==> src/rtl/dma_irq_pkg.sv <==
package dma_irq_pkg;
  localparam int unsigned NSRC = 8;
  localparam int unsigned BIT_DONE = 1;

  localparam logic [7:0] OFS_ENG  = 8'h08;
  localparam logic [7:0] OFS_STAT = 8'h14;
  localparam logic [7:0] OFS_EN   = 8'h18;
  localparam logic [7:0] OFS_DIS  = 8'h1C;
  localparam logic [7:0] OFS_MASK = 8'h20;
endpackage

==> src/rtl/irq_sticky_status.sv <==
module irq_sticky_status #(
  parameter int unsigned N = 8
) (
  input  logic         clk_i,
  input  logic         rst_i,
  input  logic [N-1:0] evt_i,
  input  logic [N-1:0] clr_i,
  output logic [N-1:0] st_o,
  output logic [N-1:0] st_next_o
);
  logic [N-1:0] st_q;

  // an event in the same cycle as a clear keeps the bit set
  assign st_next_o = (st_q & ~clr_i) | evt_i;

  always_ff @(posedge clk_i) begin
    if (rst_i) st_q <= '0;
    else       st_q <= st_next_o;
  end

  assign st_o = st_q;


  evt_sets_chk: assert property (@(posedge clk_i) disable iff (rst_i)
    (evt_i != '0) |=> ((st_q & $past(evt_i)) == $past(evt_i)));


  clr_works_chk: assert property (@(posedge clk_i) disable iff (rst_i)
    ((clr_i & ~evt_i) != '0) |=> ((st_q & $past(clr_i & ~evt_i)) == '0));


  sticky_chk: assert property (@(posedge clk_i) disable iff (rst_i)
    (clr_i == '0) |=> ((st_q & $past(st_q)) == $past(st_q)));
endmodule

==> src/rtl/irq_mask_bank.sv <==
module irq_mask_bank #(
  parameter int unsigned N = 8
) (
  input  logic         clk_i,
  input  logic         rst_i,
  input  logic [N-1:0] en_i,
  input  logic [N-1:0] dis_i,
  output logic [N-1:0] mask_o,
  output logic [N-1:0] mask_next_o
);
  logic [N-1:0] mask_q;

  assign mask_next_o = (mask_q & ~en_i) | dis_i;

  always_ff @(posedge clk_i) begin
    if (rst_i) mask_q <= '1;
    else       mask_q <= mask_next_o;
  end

  assign mask_o = mask_q;


  unmask_chk: assert property (@(posedge clk_i) disable iff (rst_i)
    ((en_i != '0) && (dis_i == '0)) |=> ((mask_q & $past(en_i)) == '0));


  mask_set_chk: assert property (@(posedge clk_i) disable iff (rst_i)
    (dis_i != '0) |=> ((mask_q & $past(dis_i)) == $past(dis_i)));
endmodule

==> src/rtl/done_counter.sv <==
module done_counter #(
  parameter int unsigned W = 3
) (
  input  logic         clk_i,
  input  logic         rst_i,
  input  logic         inc_i,
  input  logic         dec_i,
  output logic [W-1:0] cnt_o
);
  logic [W-1:0] cnt_q;

  always_ff @(posedge clk_i) begin
    if (rst_i)                 cnt_q <= '0;
    else if (inc_i && !dec_i)  cnt_q <= cnt_q + 1'b1;
    else if (dec_i && !inc_i)  cnt_q <= cnt_q - 1'b1;
  end

  assign cnt_o = cnt_q;


  cnt_inc_chk: assert property (@(posedge clk_i) disable iff (rst_i)
    (inc_i && !dec_i) |=> (cnt_q == W'($past(cnt_q) + 1'b1)));


  cnt_dec_chk: assert property (@(posedge clk_i) disable iff (rst_i)
    (dec_i && !inc_i) |=> (cnt_q == W'($past(cnt_q) - 1'b1)));


  cnt_cancel_chk: assert property (@(posedge clk_i) disable iff (rst_i)
    (inc_i == dec_i) |=> $stable(cnt_q));
endmodule

==> src/rtl/dma_irq_regs.sv <==
module dma_irq_regs
  import dma_irq_pkg::*;
#(
  parameter int unsigned DATA_W = 32,
  parameter int unsigned ADDR_W = 8,
  parameter int unsigned CNT_W  = 3,
  parameter int unsigned FIFO_W = 8,
  parameter int unsigned OUTS_W = 4
) (
  input  logic              clk_i,
  input  logic              rst_i,
  input  logic [NSRC-1:0]   evt_i,
  input  logic              busy_i,
  input  logic [FIFO_W-1:0] fifo_lvl_i,
  input  logic [OUTS_W-1:0] outs_i,
  input  logic              wr_en_i,
  input  logic              rd_en_i,
  input  logic [ADDR_W-1:0] addr_i,
  input  logic [DATA_W-1:0] wdata_i,
  output logic [DATA_W-1:0] rdata_o,
  output logic              irq_o
);
  localparam int unsigned OUTS_LSB = 1;
  localparam int unsigned FIFO_LSB = OUTS_LSB + OUTS_W;
  localparam int unsigned CNT_LSB  = FIFO_LSB + FIFO_W;
  localparam int unsigned ENG_W    = CNT_LSB + CNT_W;

  localparam logic [ADDR_W-1:0] A_ENG  = ADDR_W'(OFS_ENG);
  localparam logic [ADDR_W-1:0] A_STAT = ADDR_W'(OFS_STAT);
  localparam logic [ADDR_W-1:0] A_EN   = ADDR_W'(OFS_EN);
  localparam logic [ADDR_W-1:0] A_DIS  = ADDR_W'(OFS_DIS);
  localparam logic [ADDR_W-1:0] A_MASK = ADDR_W'(OFS_MASK);

  logic [NSRC-1:0]   clr, en, dis;
  logic [NSRC-1:0]   st, st_next, mask, mask_next;
  logic [CNT_W-1:0]  cnt;
  logic              cnt_dec, cnt_inc;
  logic [ENG_W-1:0]  eng_word;
  logic [DATA_W-1:0] rd_mux;
  logic [DATA_W-1:0] rdata_q;
  logic              irq_q;

  assign clr = (wr_en_i && addr_i == A_STAT) ? wdata_i[NSRC-1:0] : '0;
  assign en  = (wr_en_i && addr_i == A_EN)   ? wdata_i[NSRC-1:0] : '0;
  assign dis = (wr_en_i && addr_i == A_DIS)  ? wdata_i[NSRC-1:0] : '0;

  assign cnt_inc = evt_i[BIT_DONE];
  assign cnt_dec = clr[BIT_DONE] & st[BIT_DONE];

  irq_sticky_status #(.N(NSRC)) u_status (
    .clk_i(clk_i), .rst_i(rst_i), .evt_i(evt_i), .clr_i(clr),
    .st_o(st), .st_next_o(st_next)
  );

  irq_mask_bank #(.N(NSRC)) u_mask (
    .clk_i(clk_i), .rst_i(rst_i), .en_i(en), .dis_i(dis),
    .mask_o(mask), .mask_next_o(mask_next)
  );

  done_counter #(.W(CNT_W)) u_cnt (
    .clk_i(clk_i), .rst_i(rst_i), .inc_i(cnt_inc), .dec_i(cnt_dec),
    .cnt_o(cnt)
  );

  assign eng_word = {cnt, fifo_lvl_i, outs_i, busy_i};

  always_comb begin
    rd_mux = '0;
    unique case (addr_i)
      A_ENG:   rd_mux = DATA_W'(eng_word);
      A_STAT:  rd_mux = DATA_W'(st);
      A_MASK:  rd_mux = DATA_W'(mask);
      default: rd_mux = '0;
    endcase
  end

  always_ff @(posedge clk_i) begin
    if (rst_i) begin
      rdata_q <= '0;
      irq_q   <= 1'b0;
    end else begin
      if (rd_en_i) rdata_q <= rd_mux;
      irq_q <= |(st_next & ~mask_next);
    end
  end

  assign rdata_o = rdata_q;
  assign irq_o   = irq_q;


  reset_state_chk: assert property (@(posedge clk_i)
    rst_i |=> (st == '0 && mask == '1 && cnt == '0 && !irq_o && rdata_o == '0));


  irq_level_chk: assert property (@(posedge clk_i) disable iff (rst_i)
    irq_o == |(st & ~mask));


  mask_ro_chk: assert property (@(posedge clk_i) disable iff (rst_i)
    (wr_en_i && addr_i == A_MASK) |=> $stable(mask));


  rdata_hold_chk: assert property (@(posedge clk_i) disable iff (rst_i)
    !rd_en_i |=> $stable(rdata_o));
endmodule

==> config.mk <==
export PLATFORM = sky130hd
export DESIGN_NAME = dma_irq_regs
export DESIGN_NICKNAME = d
export VERILOG_FILES = /design/src/rtl/dma_irq_pkg.sv /design/src/rtl/irq_sticky_status.sv /design/src/rtl/irq_mask_bank.sv /design/src/rtl/done_counter.sv /design/src/rtl/dma_irq_regs.sv
export SDC_FILE = /design/constraint.sdc
export NUM_CORES = 1
export LEC_CHECK = 0
export ABC_AREA = 1
export BUFFER_PORTS_ARGS = -buffer_cell sky130_fd_sc_hd__buf_2
export CAP_MARGIN = 20
export CORE_MARGIN = 5
export CORE_UTILIZATION = 45
export DETAILED_ROUTE_END_ITERATION = 16
export MAX_ROUTING_LAYER = met4
export PLACE_DENSITY = 0.79
export SLEW_MARGIN = 40
export SYNTH_ARGS = -nofsm -noshare
export SYNTH_HDL_FRONTEND = slang
export SYNTH_SLANG_ARGS = --single-unit
==> constraint.sdc <==
create_clock -name clk_i -period 2.38 [get_ports clk_i]
set_clock_uncertainty 0.1 [all_clocks]
set_input_delay 0.476 -clock clk_i [delete_from_list [all_inputs] [get_ports clk_i]]
set_output_delay 0.476 -clock clk_i [all_outputs]
set_load 0.03 [all_outputs]
==> results.env <==
RUN_STATUS='completed'
MET2WIRELENGTH_UM=2300
FINALWORSTSETUPSLACK_NS=0.428
DP_HPWL_UM=3520
YOSYS_WARNINGS=0
PATH_CLASS='primary input to flip-flop'
CTS-ROOT-TO-SINK-BUFFERS=2
AVGVIACOUNTPERCELL=4.84
CELLLEAKAGEPOWER_nW=1.18
HOLD_VIOL_FINAL=0
CRITICAL_REGISTER_TO_REGISTER_PATH_STARTPOINT='u_status.st_o[1]'
WORSTHOLDPATHTYPE='primary input to flip-flop'
GP_CONGESTION=0.851
SLEW_VIOL_FINAL=0
SYNTHESIZED_AREA_PER_CELL_UM2=6.73
HOLD_DEPTH=3
SHARE_SEQ_OF_TOTAL_POWER=0.502
POST-CTS-SETUP-BUFFERS=0
ROWS=23
MAX-CAP-VIOLATIONS=0
CRIT_PATH_START_KIND='primary input'
ANTENNA_FOUND_INITIAL=0
HTREEDEPTH=2
TIMING.HOLD.WORST.START='fifo_lvl_i[4]'
REMAINING_MAX_SLEW_BUDGET_AT_THE_TIGHTEST_PIN=0.646
GRT_OVERFLOW=0
FF2FF_PATH_DEPTH=8
ANTENNA_CELLS=0
CTS_INSERTED_BUFFERS=5
POSTCTSHOLDBUFS=0
REG2REG_TO='u_cnt.cnt_o[2]'
FLOORPLAN.INITIALDENSITY=0.472
NUMCLOCKSINKS=36
POWER.IR.VDD_WORST_mV=0.225
TRITONCTS='done'
SYN_TO_FINAL_GROWTH_PCT=18.1
WORST_PIN_SLEW_NS=0.530
DRTITER0DRC=139
MAX_FREQ_GHz=0.512
DIE_HEIGHT_UM=75.5
YOSYS_REGISTER_BITS=36
CLKSLEWWORSTSETUPHOLDPATHS_NS=0.07
NETSWITCHINGPOWER_W=0.000352
YOSYS.CELL_TYPES.COUNT=24
PLACEMENT.CELL_AREA_MM2=0.00219
P_INT_W=0.000917
FINAL_DESIGN_AREA_NO_FILL_MM2=0.00228
PORT-BUFFER-COUNT=57
CLOCKPOWERSHARE=0.354
TOP_LAYER_USED='met4'
FIRST_GLOBAL_VIAS=1765
FIRSTDRTPASSITERS=5
POWER_FRAC_COMB=0.144
POWER.SHARE.SWITCHING=0.278
AVGROUTEDWIREPERCELL_UM=11.9
SYNTH-SEQ-AREA-SHARE=0.373
GR_UTIL_ALL_LAYERS=0.181
WORST-PATH-MAX-FANOUT=3
SYNTHESIS.AREA_MM2=0.00193
REG2REG_SETUP_SLACK_NS=0.65
PIN_COUNT_OF_THE_BIGGEST_NET_ENTERING_GLOBAL_ROUTING=19
POSTROUTEANTENNANETS=0
TIMING.HOLD.WORST_ENDPOINT='rdata_o[9]'
SETUP_REPAIR_AFTER_GLOBAL_ROUTING_MISSED_ITS_MARGIN='false'
WORSTSETUPENDPOINTTYPE='flip-flop'
CTS_ROOT_BUFFER='sky130_fd_sc_hd__clkbuf_8'
DRIVE_GT1_FRAC=0.227
FINALCRITICALPERIOD_NS=1.95
DR_TOTAL_VIAS=1928
ROUTEDLENGTHMET1_UM=1910
PRE_CTS_SETUP_SLACK_NS=0.126
CP.REQUIRED_NS=2.45
DIE-WIDTH_UM=75.5
REMAINING_DESIGN_RULE_VIOLATION_COUNT=0
DETAIL_ROUTE.WIRELENGTH_UM=4740
LAYOUT.NETS=414
AREA_OF_THE_PLACEABLE_CORE_MM2=0.00409
NUM_IO_PINS=98
TIMING.CRITICAL_PATH.FROM='addr_i[2]'
CLK-INSERTION-DELAY-LATE_NS=0.29
P_PER_AREA_mW_PER_MM2=556
CTS_REPAIR_RESIZE_COUNT=0
FINALSETUPVIOLCOUNT=0
DIEAREA_MM2=0.00570
MET3WIRELENGTH_UM=390
TOTALNEGATIVESETUPSLACK_NS=0
SYN_INST=287
POST-ROUTE-PERIOD-UTIL=0.820
GRT_PASS1_WL_UM=7580
TIMING.CRITICAL_PATH.ARRIVAL_NS=2.03
==> Yosys cell counts <==
| master | n | area, um2 |
|---|---|---|
| sky130_fd_sc_hd__fa_1 | 1 | 20.0 |
| sky130_fd_sc_hd__buf_2 | 1 | 5.00 |
| sky130_fd_sc_hd__nand4_1 | 2 | 12.5 |
| sky130_fd_sc_hd__nand3_1 | 32 | 160 |
| sky130_fd_sc_hd__conb_1 | 1 | 3.75 |
| sky130_fd_sc_hd__nor2_2 | 1 | 6.26 |
| sky130_fd_sc_hd__inv_1 | 27 | 101 |
| sky130_fd_sc_hd__o21ai_0 | 11 | 55.1 |
| sky130_fd_sc_hd__a21oi_1 | 27 | 135 |
| sky130_fd_sc_hd__clkbuf_1 | 3 | 11.3 |
| sky130_fd_sc_hd__nand2_1 | 105 | 394 |
| sky130_fd_sc_hd__clkinv_1 | 1 | 3.75 |
| sky130_fd_sc_hd__nand2_2 | 2 | 12.5 |
| sky130_fd_sc_hd__buf_4 | 17 | 128 |
| sky130_fd_sc_hd__buf_6 | 4 | 45.0 |
| sky130_fd_sc_hd__ha_1 | 1 | 12.5 |
| sky130_fd_sc_hd__nor4_2 | 1 | 12.5 |
| sky130_fd_sc_hd__inv_2 | 1 | 3.75 |
| sky130_fd_sc_hd__dfxtp_1 | 36 | 721 |
| sky130_fd_sc_hd__nand3_2 | 1 | 10.0 |
| sky130_fd_sc_hd__nor2_4 | 3 | 33.8 |
| sky130_fd_sc_hd__nor2_1 | 7 | 26.3 |
| sky130_fd_sc_hd__a21oi_2 | 1 | 8.76 |
| sky130_fd_sc_hd__xor2_1 | 1 | 8.76 |
==> area by class of cell <==
| cell class | count | area [um2] |
|---|---|---|
| fill | 414 | 1810 |
| multi-input combinational | 212 | 968 |
| sequential | 36 | 721 |
| timing repair buffer | 63 | 330 |
| inverter | 29 | 109 |
| clock buffer | 8 | 90.1 |
| tap | 50 | 62.6 |
==> cell families after synthesis <==
family                   synth area share
AO/OA/AOI/OAI                       0.103
buffers and inverters               0.154
adder cells (fa/ha/maj)            0.0168
AND/OR/NAND/NOR                     0.346
other                             0.00194
XOR/XNOR                          0.00454
flip-flops                          0.373
==> placed cells by master, fill, tap and decap left out <==
master and count:
sky130_fd_sc_hd__clkbuf_8 6, sky130_fd_sc_hd__buf_4 6, sky130_fd_sc_hd__a21oi_2 1, sky130_fd_sc_hd__clkbuf_1 2, sky130_fd_sc_hd__buf_2 57, sky130_fd_sc_hd__nand2_2 2
sky130_fd_sc_hd__nor2_2 1, sky130_fd_sc_hd__nor2_1 7, sky130_fd_sc_hd__clkinv_1 1, sky130_fd_sc_hd__nand3_1 32, sky130_fd_sc_hd__nand2_1 105, sky130_fd_sc_hd__ha_1 1
sky130_fd_sc_hd__dfxtp_1 36, sky130_fd_sc_hd__o21ai_0 11, sky130_fd_sc_hd__nor2_4 3, sky130_fd_sc_hd__inv_1 27, sky130_fd_sc_hd__inv_2 1, sky130_fd_sc_hd__nand4_1 2
sky130_fd_sc_hd__a21oi_1 27, sky130_fd_sc_hd__nand3_2 1, sky130_fd_sc_hd__fa_1 1, sky130_fd_sc_hd__nor4_2 1, sky130_fd_sc_hd__conb_1 16, sky130_fd_sc_hd__xor2_1 1
==> power by group through the flow <==
stage | Sequential [W] | Clock [W] | Combinational, W
6_report | 0.000637 | 0.000449 | 0.000183
5_1_grt | 0.000640 | 0.000484 | 0.000203
4_1_cts | 0.000637 | 0.000458 | 0.000183
3_5_place_dp | 0.000651 | 0 | 0.000182
3_3_place_gp | 0.000650 | 0 | 0.000179
2_1_floorplan | 0.000663 | 0 | 0.000123
==> routing by layer <==
| layer | vias to the layer above | GRT usage |
|---|---|---|
| li1 | 995 | - |
| met1 | 840 | 0.200 |
| met2 | 81 | 0.300 |
| met3 | 12 | 0.0396 |
| met4 | 0 | 0.101 |
| met5 | - | - |
==> worst max-delay path by stage <==
stage               cells after the start              to
floorplan                              10  u_cnt.cnt_o[1]
global placement                       10  u_cnt.cnt_o[1]
detailed placement                     13  u_cnt.cnt_o[2]
CTS                                    13  u_cnt.cnt_o[2]
global route                           13  u_cnt.cnt_o[2]
finish                                 13  u_cnt.cnt_o[2]
==> through the flow <==
step / power, W / hold WS (ns) / instances / util
finish: 0.00127 / 0.328 / 398 / 0.558
floorplan: 0.000787 / 0.337 / 302 / -
global placement: 0.000829 / 0.351 / 390 / 0.536
detailed placement: 0.000833 / 0.357 / 390 / 0.536
CTS: 0.00128 / 0.324 / 398 / 0.558
global route: 0.00133 / 0.339 / 398 / 0.558
==> sequential cells by signal, summed over array words and instances, names as in the netlist <==
name	count
rdata_o	16
u_mask.mask_o	8
u_status.st_o	8
u_cnt.cnt_o	3
irq_o	1
==> worst max-delay path, stage by stage <==
cell	delay (ns)
sky130_fd_sc_hd__buf_2	0.12
sky130_fd_sc_hd__inv_1	0.08
sky130_fd_sc_hd__nor2_1	0.05
sky130_fd_sc_hd__nand2_1	0.10
sky130_fd_sc_hd__nor2_4	0.04
sky130_fd_sc_hd__nand4_1	0.09
sky130_fd_sc_hd__ha_1	0.15
sky130_fd_sc_hd__inv_1	0.06
sky130_fd_sc_hd__fa_1	0.37
sky130_fd_sc_hd__a21oi_1	0.14
sky130_fd_sc_hd__o21ai_0	0.12
sky130_fd_sc_hd__o21ai_0	0.18
sky130_fd_sc_hd__a21oi_1	0.06
Power figures use the tool's default switching activity.
